--- src/rtl/sst_pkg.sv ---
package sst_pkg;

  typedef enum logic [1:0] {
    ST_SLEEP = 2'd0,
    ST_RUN   = 2'd1,
    ST_DONE  = 2'd2
  } run_state_e;

  typedef enum logic [1:0] {
    SRC_EXT  = 2'd0,
    SRC_SINE = 2'd1,
    SRC_PRNG = 2'd2
  } src_sel_e;

  localparam logic [1:0] ADDR_COUNT = 2'd0;
  localparam logic [1:0] ADDR_MODE  = 2'd1;
  localparam logic [1:0] ADDR_SIG_I = 2'd2;
  localparam logic [1:0] ADDR_SIG_Q = 2'd3;

  localparam int MODE_SINE_BIT = 6;
  localparam int MODE_PRNG_BIT = 7;

  // Pseudo-random selection wins over sine when both bits are set.
  function automatic src_sel_e decode_mode(input logic prng_bit, input logic sine_bit);
    if (prng_bit)      return SRC_PRNG;
    else if (sine_bit) return SRC_SINE;
    else               return SRC_EXT;
  endfunction

endpackage

--- src/rtl/sst_ctrl.sv ---
module sst_ctrl
  import sst_pkg::*;
#(
  parameter int CNT_W = 20,
  parameter int SIG_W = 24
) (
  input  logic             clk,
  input  logic             rst_n,
  input  logic             cfg_we,
  input  logic [1:0]       cfg_addr,
  input  logic [SIG_W-1:0] cfg_wdata,
  input  logic             sync,
  input  logic             obs_fire,
  output src_sel_e         src_sel,
  output logic             start,
  output logic             busy,
  output logic             done,
  output logic             sig_i_load,
  output logic             sig_q_load,
  output logic [SIG_W-1:0] sig_load_val
);

  run_state_e       state_q;
  logic [CNT_W-1:0] target_q;
  logic [CNT_W-1:0] count_q;
  logic             wr_ok;
  logic             last_fire;

  assign busy  = (state_q == ST_RUN);
  assign done  = (state_q == ST_DONE);
  assign start = (state_q == ST_SLEEP) && sync;

  // Configuration is frozen for the length of a run.
  assign wr_ok        = cfg_we && !busy;
  assign sig_i_load   = wr_ok && (cfg_addr == ADDR_SIG_I);
  assign sig_q_load   = wr_ok && (cfg_addr == ADDR_SIG_Q);
  assign sig_load_val = cfg_wdata;

  assign last_fire = busy && obs_fire && ((count_q + 1'b1) == target_q);

  always_ff @(posedge clk or negedge rst_n) begin
    if (!rst_n) begin
      target_q <= '0;
      src_sel  <= SRC_EXT;
    end else if (wr_ok) begin
      if (cfg_addr == ADDR_COUNT) target_q <= cfg_wdata[CNT_W-1:0];
      if (cfg_addr == ADDR_MODE)
        src_sel <= decode_mode(cfg_wdata[MODE_PRNG_BIT], cfg_wdata[MODE_SINE_BIT]);
    end
  end

  always_ff @(posedge clk or negedge rst_n) begin
    if (!rst_n) begin
      state_q <= ST_SLEEP;
      count_q <= '0;
    end else begin
      unique case (state_q)
        ST_SLEEP: begin
          if (sync) begin
            count_q <= '0;
            state_q <= (target_q == '0) ? ST_DONE : ST_RUN;
          end
        end
        ST_RUN: begin
          if (obs_fire) count_q <= count_q + 1'b1;
          if (last_fire) state_q <= ST_DONE;
        end
        ST_DONE: begin
          if (sig_i_load || sig_q_load) state_q <= ST_SLEEP;
        end
        default: state_q <= ST_SLEEP;
      endcase
    end
  end

endmodule

--- src/rtl/sst_source.sv ---
module sst_source
  import sst_pkg::*;
#(
  parameter int          DATA_W    = 16,
  parameter int          SINE_LEN  = 32,
  parameter logic [15:0] LFSR_SEED = 16'hACE1
) (
  input  logic              clk,
  input  logic              rst_n,
  input  logic              start,
  input  logic              busy,
  input  src_sel_e          src_sel,
  input  logic              stage_room,
  input  logic              ext_valid,
  input  logic              ext_en,
  input  logic [DATA_W-1:0] ext_i,
  input  logic [DATA_W-1:0] ext_q,
  output logic              ext_ready,
  output logic              src_valid,
  output logic [DATA_W-1:0] src_i,
  output logic [DATA_W-1:0] src_q
);

  localparam int PH_W  = $clog2(SINE_LEN);
  localparam int HALF  = SINE_LEN / 2;
  localparam int QTR   = SINE_LEN / 4;
  localparam int AMP   = 2 ** (DATA_W - 2);

  function automatic logic [DATA_W-1:0] sine_at(input int p);
    int r;
    int mag;
    r   = p % HALF;
    mag = (AMP * 4 * r * (HALF - r)) / (HALF * HALF);
    if (p >= HALF) mag = -mag;
    return mag[DATA_W-1:0];
  endfunction

  logic [DATA_W-1:0] sine_tab [SINE_LEN];

  for (genvar g = 0; g < SINE_LEN; g++) begin : g_sine
    assign sine_tab[g] = sine_at(g);
  end

  logic [15:0]     lfsr_q;
  logic [15:0]     lfsr_next;
  logic [15:0]     lfsr_swap;
  logic [PH_W-1:0] phase_q;
  logic [PH_W-1:0] phase_cos;
  logic            take;

  assign lfsr_next = {lfsr_q[14:0], lfsr_q[15] ^ lfsr_q[13] ^ lfsr_q[12] ^ lfsr_q[10]};
  assign lfsr_swap = {lfsr_q[7:0], lfsr_q[15:8]};
  assign phase_cos = phase_q + PH_W'(QTR);

  assign src_valid = busy && ((src_sel != SRC_EXT) || (ext_valid && ext_en));
  assign ext_ready = busy && (src_sel == SRC_EXT) && ext_en && stage_room;
  assign take      = src_valid && stage_room;

  always_comb begin
    case (src_sel)
      SRC_PRNG: begin
        src_i = lfsr_q[DATA_W-1:0];
        src_q = lfsr_swap[DATA_W-1:0];
      end
      SRC_SINE: begin
        src_i = sine_tab[phase_q];
        src_q = sine_tab[phase_cos];
      end
      default: begin
        src_i = ext_i;
        src_q = ext_q;
      end
    endcase
  end

  // Internal sources restart at every run, so each run is repeatable.
  always_ff @(posedge clk or negedge rst_n) begin
    if (!rst_n) begin
      lfsr_q  <= LFSR_SEED;
      phase_q <= '0;
    end else if (start) begin
      lfsr_q  <= LFSR_SEED;
      phase_q <= '0;
    end else if (take) begin
      if (src_sel == SRC_PRNG) lfsr_q  <= lfsr_next;
      if (src_sel == SRC_SINE) phase_q <= phase_q + 1'b1;
    end
  end

endmodule

--- src/rtl/sst_gain_stage.sv ---
module sst_gain_stage #(
  parameter int DATA_W  = 16,
  parameter int GAIN_SH = 1
) (
  input  logic              clk,
  input  logic              rst_n,
  input  logic              flush,
  input  logic              in_valid,
  output logic              in_ready,
  input  logic [DATA_W-1:0] in_i,
  input  logic [DATA_W-1:0] in_q,
  output logic              out_valid,
  input  logic              out_ready,
  output logic [DATA_W-1:0] out_i,
  output logic [DATA_W-1:0] out_q
);

  logic              vld_q;
  logic [DATA_W-1:0] dat_i_q;
  logic [DATA_W-1:0] dat_q_q;

  assign in_ready  = !vld_q || out_ready;
  assign out_valid = vld_q && !flush;
  assign out_i     = dat_i_q;
  assign out_q     = dat_q_q;

  always_ff @(posedge clk or negedge rst_n) begin
    if (!rst_n) begin
      vld_q <= 1'b0;
    end else if (flush) begin
      vld_q <= 1'b0;
    end else if (in_ready) begin
      vld_q <= in_valid;
    end
  end

  always_ff @(posedge clk or negedge rst_n) begin
    if (!rst_n) begin
      dat_i_q <= '0;
      dat_q_q <= '0;
    end else if (!flush && in_ready && in_valid) begin
      dat_i_q <= in_i << GAIN_SH;
      dat_q_q <= in_q << GAIN_SH;
    end
  end

endmodule

--- src/rtl/sst_misr.sv ---
module sst_misr #(
  parameter int             DATA_W = 16,
  parameter int             SIG_W  = 24,
  parameter logic [SIG_W-1:0] POLY = 24'hC20001
) (
  input  logic              clk,
  input  logic              rst_n,
  input  logic              load,
  input  logic [SIG_W-1:0]  load_val,
  input  logic              shift,
  input  logic [DATA_W-1:0] data,
  output logic [SIG_W-1:0]  sig
);

  logic [SIG_W-1:0] sig_next;

  assign sig_next = {sig[SIG_W-2:0], 1'b0}
                  ^ (sig[SIG_W-1] ? POLY : '0)
                  ^ SIG_W'(data);

  always_ff @(posedge clk or negedge rst_n) begin
    if (!rst_n)     sig <= '0;
    else if (load)  sig <= load_val;
    else if (shift) sig <= sig_next;
  end

endmodule

--- src/rtl/path_sig_tester.sv ---
module path_sig_tester
  import sst_pkg::*;
#(
  parameter int               DATA_W   = 16,
  parameter int               SIG_W    = 24,
  parameter int               CNT_W    = 20,
  parameter int               SINE_LEN = 32,
  parameter int               GAIN_SH  = 1,
  parameter logic [15:0]      LFSR_SEED = 16'hACE1,
  parameter logic [SIG_W-1:0] SIG_POLY  = 24'hC20001
) (
  input  logic              clk,
  input  logic              rst_n,
  input  logic              cfg_we,
  input  logic [1:0]        cfg_addr,
  input  logic [SIG_W-1:0]  cfg_wdata,
  input  logic              sync,
  input  logic              ext_valid,
  output logic              ext_ready,
  input  logic              ext_en,
  input  logic [DATA_W-1:0] ext_i,
  input  logic [DATA_W-1:0] ext_q,
  output logic              out_valid,
  input  logic              out_ready,
  output logic [DATA_W-1:0] out_i,
  output logic [DATA_W-1:0] out_q,
  output logic              busy,
  output logic              done,
  output logic [SIG_W-1:0]  sig_i,
  output logic [SIG_W-1:0]  sig_q
);

  localparam int LANES = 2;

  src_sel_e          src_sel;
  logic              start;
  logic              obs_fire;
  logic              sig_i_load;
  logic              sig_q_load;
  logic [SIG_W-1:0]  sig_load_val;
  logic              src_valid;
  logic              stage_room;
  logic [DATA_W-1:0] src_i;
  logic [DATA_W-1:0] src_q;

  logic [DATA_W-1:0] lane_data [LANES];
  logic              lane_load [LANES];
  logic [SIG_W-1:0]  lane_sig  [LANES];

  assign obs_fire = out_valid && out_ready;

  sst_ctrl #(
    .CNT_W (CNT_W),
    .SIG_W (SIG_W)
  ) i_ctrl (
    .clk          (clk),
    .rst_n        (rst_n),
    .cfg_we       (cfg_we),
    .cfg_addr     (cfg_addr),
    .cfg_wdata    (cfg_wdata),
    .sync         (sync),
    .obs_fire     (obs_fire),
    .src_sel      (src_sel),
    .start        (start),
    .busy         (busy),
    .done         (done),
    .sig_i_load   (sig_i_load),
    .sig_q_load   (sig_q_load),
    .sig_load_val (sig_load_val)
  );

  sst_source #(
    .DATA_W    (DATA_W),
    .SINE_LEN  (SINE_LEN),
    .LFSR_SEED (LFSR_SEED)
  ) i_source (
    .clk        (clk),
    .rst_n      (rst_n),
    .start      (start),
    .busy       (busy),
    .src_sel    (src_sel),
    .stage_room (stage_room),
    .ext_valid  (ext_valid),
    .ext_en     (ext_en),
    .ext_i      (ext_i),
    .ext_q      (ext_q),
    .ext_ready  (ext_ready),
    .src_valid  (src_valid),
    .src_i      (src_i),
    .src_q      (src_q)
  );

  sst_gain_stage #(
    .DATA_W  (DATA_W),
    .GAIN_SH (GAIN_SH)
  ) i_stage (
    .clk       (clk),
    .rst_n     (rst_n),
    .flush     (!busy),
    .in_valid  (src_valid),
    .in_ready  (stage_room),
    .in_i      (src_i),
    .in_q      (src_q),
    .out_valid (out_valid),
    .out_ready (out_ready),
    .out_i     (out_i),
    .out_q     (out_q)
  );

  assign lane_data[0] = out_i;
  assign lane_data[1] = out_q;
  assign lane_load[0] = sig_i_load;
  assign lane_load[1] = sig_q_load;

  for (genvar l = 0; l < LANES; l++) begin : g_lane
    sst_misr #(
      .DATA_W (DATA_W),
      .SIG_W  (SIG_W),
      .POLY   (SIG_POLY)
    ) i_misr (
      .clk      (clk),
      .rst_n    (rst_n),
      .load     (lane_load[l]),
      .load_val (sig_load_val),
      .shift    (obs_fire),
      .data     (lane_data[l]),
      .sig      (lane_sig[l])
    );
  end

  assign sig_i = lane_sig[0];
  assign sig_q = lane_sig[1];

endmodule

--- config.mk ---
export PLATFORM = sky130hd
export DESIGN_NAME = path_sig_tester
export DESIGN_NICKNAME = d
export VERILOG_FILES = /design/src/rtl/sst_pkg.sv /design/src/rtl/sst_ctrl.sv /design/src/rtl/sst_source.sv /design/src/rtl/sst_gain_stage.sv /design/src/rtl/sst_misr.sv /design/src/rtl/path_sig_tester.sv
export SDC_FILE = /design/constraint.sdc
export NUM_CORES = 1
export LEC_CHECK = 0
export BUFFER_PORTS_ARGS = -buffer_cell sky130_fd_sc_hd__buf_2
export CAP_MARGIN = 40
export CORE_ASPECT_RATIO = 0.6
export CORE_UTILIZATION = 52
export CTS_BUF_LIST = sky130_fd_sc_hd__clkbuf_8
export DETAILED_ROUTE_END_ITERATION = 12
export PLACE_DENSITY = 0.78
export SKIP_LAST_GASP = 1
export SLEW_MARGIN = 20
export SYNTH_ARGS = -nofsm -noshare
export SYNTH_HDL_FRONTEND = slang
export SYNTH_SLANG_ARGS = --single-unit
--- constraint.sdc ---
create_clock -name clk -period 2.45 [get_ports clk]
set_input_delay 0.49 -clock clk [delete_from_list [all_inputs] [get_ports clk]]
set_output_delay 0.49 -clock clk [all_outputs]
set_load 0.1 [all_outputs]
==> metrics.yaml <==
outcome:
  outcome: "completed"
synthesis:
  synth-main-ff-cell: "sky130_fd_sc_hd__dfrtp_1"
  ys_top_cells_by_count: "sky130_fd_sc_hd__nand2_1 (199), sky130_fd_sc_hd__o21ai_0 (149), sky130_fd_sc_hd__dfrtp_1 (136)"
  synthesis.instances: 901
  synth_area_leaders: "sky130_fd_sc_hd__dfrtp_1 (43%), sky130_fd_sc_hd__nand2_1 (9.4%), sky130_fd_sc_hd__o21ai_0 (9.4%), sky130_fd_sc_hd__xnor2_1 (7.1%), sky130_fd_sc_hd__mux2_2 (3.0%)"
  synth_cell_types: 59
  synth-seq-area-share_pct: 45.6
  synth_most_common_cell: "sky130_fd_sc_hd__nand2_1"
  mappedNetlistArea_mm2: 0.00793
  synth_area_leader_cell: "sky130_fd_sc_hd__dfrtp_1"
  synth_largest_type_area_fraction_pct: 42.9
  ys_async_sr_fraction_pct: 100
  post_synth.cell_area_avg_um2: 8.80
  yosysWarnings: 0
  postSynthRegisterBits: 144
  synth_edf_count: 0
global_route:
  grt_use_met1_pct: 47.5
  grt_usage_pct: 30.8
  grt.overflow.total: 0
  grt_pass1_wl_um: 36900
  grt_antenna_before_repair: 0
  top_usage_layer: "met1"
  grt_use_met3_pct: 9.13
  grt_start_max_net_pins: 64
  via_count_of_the_first_global_routing_pass: 6794
  globalRouteMet2Util_pct: 40.9
placed_design:
  placed_area_mm2: 0.00903
  numPortBuffers: 144
  dp_worst_setup_slack_ns: 0.124
  dp.final_hpwl_um: 17000
  routabilityCongestion: 0.950
clocking:
  cts_buffer_depth: 2
  cts_tree: "done"
  root_buffer: "sky130_fd_sc_hd__clkbuf_8"
  worst_skew_pair_latency_ns: 0.46
  numClockSinks: 144
  cts_inserted_buffers: 17
  clk_transition_reported_paths_ns: 0.08
  cts_htree_levels: 4
sta:
  fmax_ghz: 0.436
  setup_ws_ns: 0.155
  worst-slew-pin-transition_ns: 0.778
  setup_viol_count_final: 0
  min_period_over_period_pct: 93.7
  hold_viol: 0
  setup-tns-final_ns: 0
  period_minus_ws_final_ns: 2.29
  report.final.slew_viol_count: 0
  fin_worst_skew_ns: 0.0129
  timing.max_slew.rel_slack_pct: 48.1
  grt_setup_unrepaired: "no"
floorplanning:
  ios: 149
  floorplan.die_area_mm2: 0.0158
  initial_core_util_pct: 54.0
  core_mm2: 0.0147
  num_rows: 34
  die_w_um: 161
  fp.dieH_um: 97.7
critical_path:
  worstPathRequired_ns: 1.96
  timing.critical_path.slowest_cell_delay_ns: 0.42
  critical_path.slowest_cell: "sky130_fd_sc_hd__dfrtp_1"
  cpLargestDelayFamily: "flip-flops"
  path_cells: "nand2b_1 > clkinvlp_4 > o21ai_2 > nor2_4 > buf_12"
  setup.worst_path.class: "reg -> out"
  worstSetupEndpointType: "output pin"
  endpoint_arrival_time_on_the_critical_path_ns: 1.80
  crit_fanout: 6
  worstPathBufferInverterCount: 2
  startpoint_type: "flop"
drt:
  postRouteAntennaNets: 0
  drt-initial-drc-count: 681
  routed_via_density: 5.84
  num_vias: 7311
  routed_wirelength_um: 23000
  remaining_drc_errors: 0
  route.detailed.wl_per_inst_um: 18.4
  dr.pass1.iters: 6
finish:
  ant_diodes: 0
  fillers: 1249
  nNetsFinal: 1115
  final_area_mm2: 0.00942
  share_of_final_layout_standard_cells_stronger_than_drive_strength_1_pct: 24.6
  multiInputGateArea_mm2: 0.00407
  flow.area_growth_from_synthesis_pct: 18.8
  register_area_mm2: 0.00361
hold_path:
  hold_class: "in -> reg"
flow_run:
  drv_cap: 0
[layer usage]
layer | share of wire (%) | wire length, um | up-vias
li1 | - | - | 3410
met1 | 46 | 10500 | 3475
met2 | 41 | 9330 | 394
met3 | 12 | 2810 | 32
met4 | 1.6 | 364 | 0
met5 | 0 | 0 | -
[layout make-up]
cell class,instances,area share [%]
Tap cell,198,2.63
Multi-Input combinational cell,686,43.2
Timing Repair Buffer,180,11.4
Clock buffer,18,2.63
Sequential cell,144,38.4
Clock inverter,14,1.30
Inverter,11,0.478
[worst reg2reg max path: stages (launching register included)]
cell                       delay (ns)
sky130_fd_sc_hd__dfrtp_2         0.43
sky130_fd_sc_hd__ha_1            0.18
sky130_fd_sc_hd__nand4_1         0.15
sky130_fd_sc_hd__or3_4           0.36
sky130_fd_sc_hd__or3_1           0.37
sky130_fd_sc_hd__a221oi_1        0.32
sky130_fd_sc_hd__nand4_1         0.16
sky130_fd_sc_hd__o21a_1          0.20
[timing repair]
item	CTS	global route
gates resized for setup	2	2
hold buffers	1	0
setup buffers	0	0
endpoints found under the hold margin	46	0
setup endpoints to repair	1	1
[metrics by stage]
stage	hold slack, ns	util (%)	cells
2_1_floorplan	0.194	-	902
3_3_place_gp	0.467	61.5	1218
3_5_place_dp	0.460	61.5	1218
4_1_cts	0.242	64.1	1251
5_1_grt	0.256	64.2	1251
6_report	0.261	64.2	1251
[layout by cell type (no fill, tap or decap), drive strengths merged, types with 5 or more instances in the layout]
master	synthesis	routed
buf	12	179
nand3	29	29
clkbuf	49	18
nand2b	6	6
a31oi	19	19
dfstp	8	8
inv	11	17
and2	6	6
a21oi	10	10
nor3	7	7
nor2	32	32
dfrtp	136	136
a21o	7	7
ha	10	10
a22oi	17	17
o31ai	7	7
xnor2	64	64
o21ai	150	150
nand4	10	10
mux2	21	21
nor4	10	10
nor2b	18	18
xor2	10	10
clkinvlp	0	5
o211ai	5	5
nand2	199	199
[kinds of logic after synthesis]
family | after synthesis | synth area share [%]
AND/OR/NAND/NOR | 333 | 19.2
AO/OA/AOI/OAI | 241 | 17.9
adder cells (fa/ha/maj) | 10 | 1.58
flip-flops | 144 | 45.6
buffers and inverters | 72 | 3.61
other | 1 | 0.0473
multiplexers | 26 | 3.93
XOR/XNOR | 74 | 8.17
[final timing paths]
check / slack [ns] / cells after the start / startpoint / to
setup reg to reg: 0.17 / 7 / i_ctrl.count_q[1] / i_ctrl.state_q[0]
setup / recovery: 0.16 / 5 / i_ctrl.state_q[1] / ext_ready
max in group asynchronous: 1.24 / 3 / rst_n / i_stage.out_q[7]
hold reg to reg: 0.50 / 2 / i_source.lfsr_q[10] / i_source.lfsr_q[11]
min in group asynchronous: 0.54 / 2 / rst_n / i_stage.out_i[1]
hold / removal: 0.26 / 2 / out_ready / i_stage.vld_q
[state kept, by name, summed over array words and instances, names as in the netlist, 2 cells and up]
name	cells
i_ctrl.src_sel	2
i_stage.out_q	15
g_lane.i_misr.sig	48
i_ctrl.target_q	20
i_ctrl.count_q	20
i_source.lfsr_q	16
i_source.phase_q	5
i_ctrl.state_q	2
i_stage.out_i	15
Power is left out: the tool's default activity adds up to more than one toggle a clock period on the data nets, which glitch-free logic cannot reach.
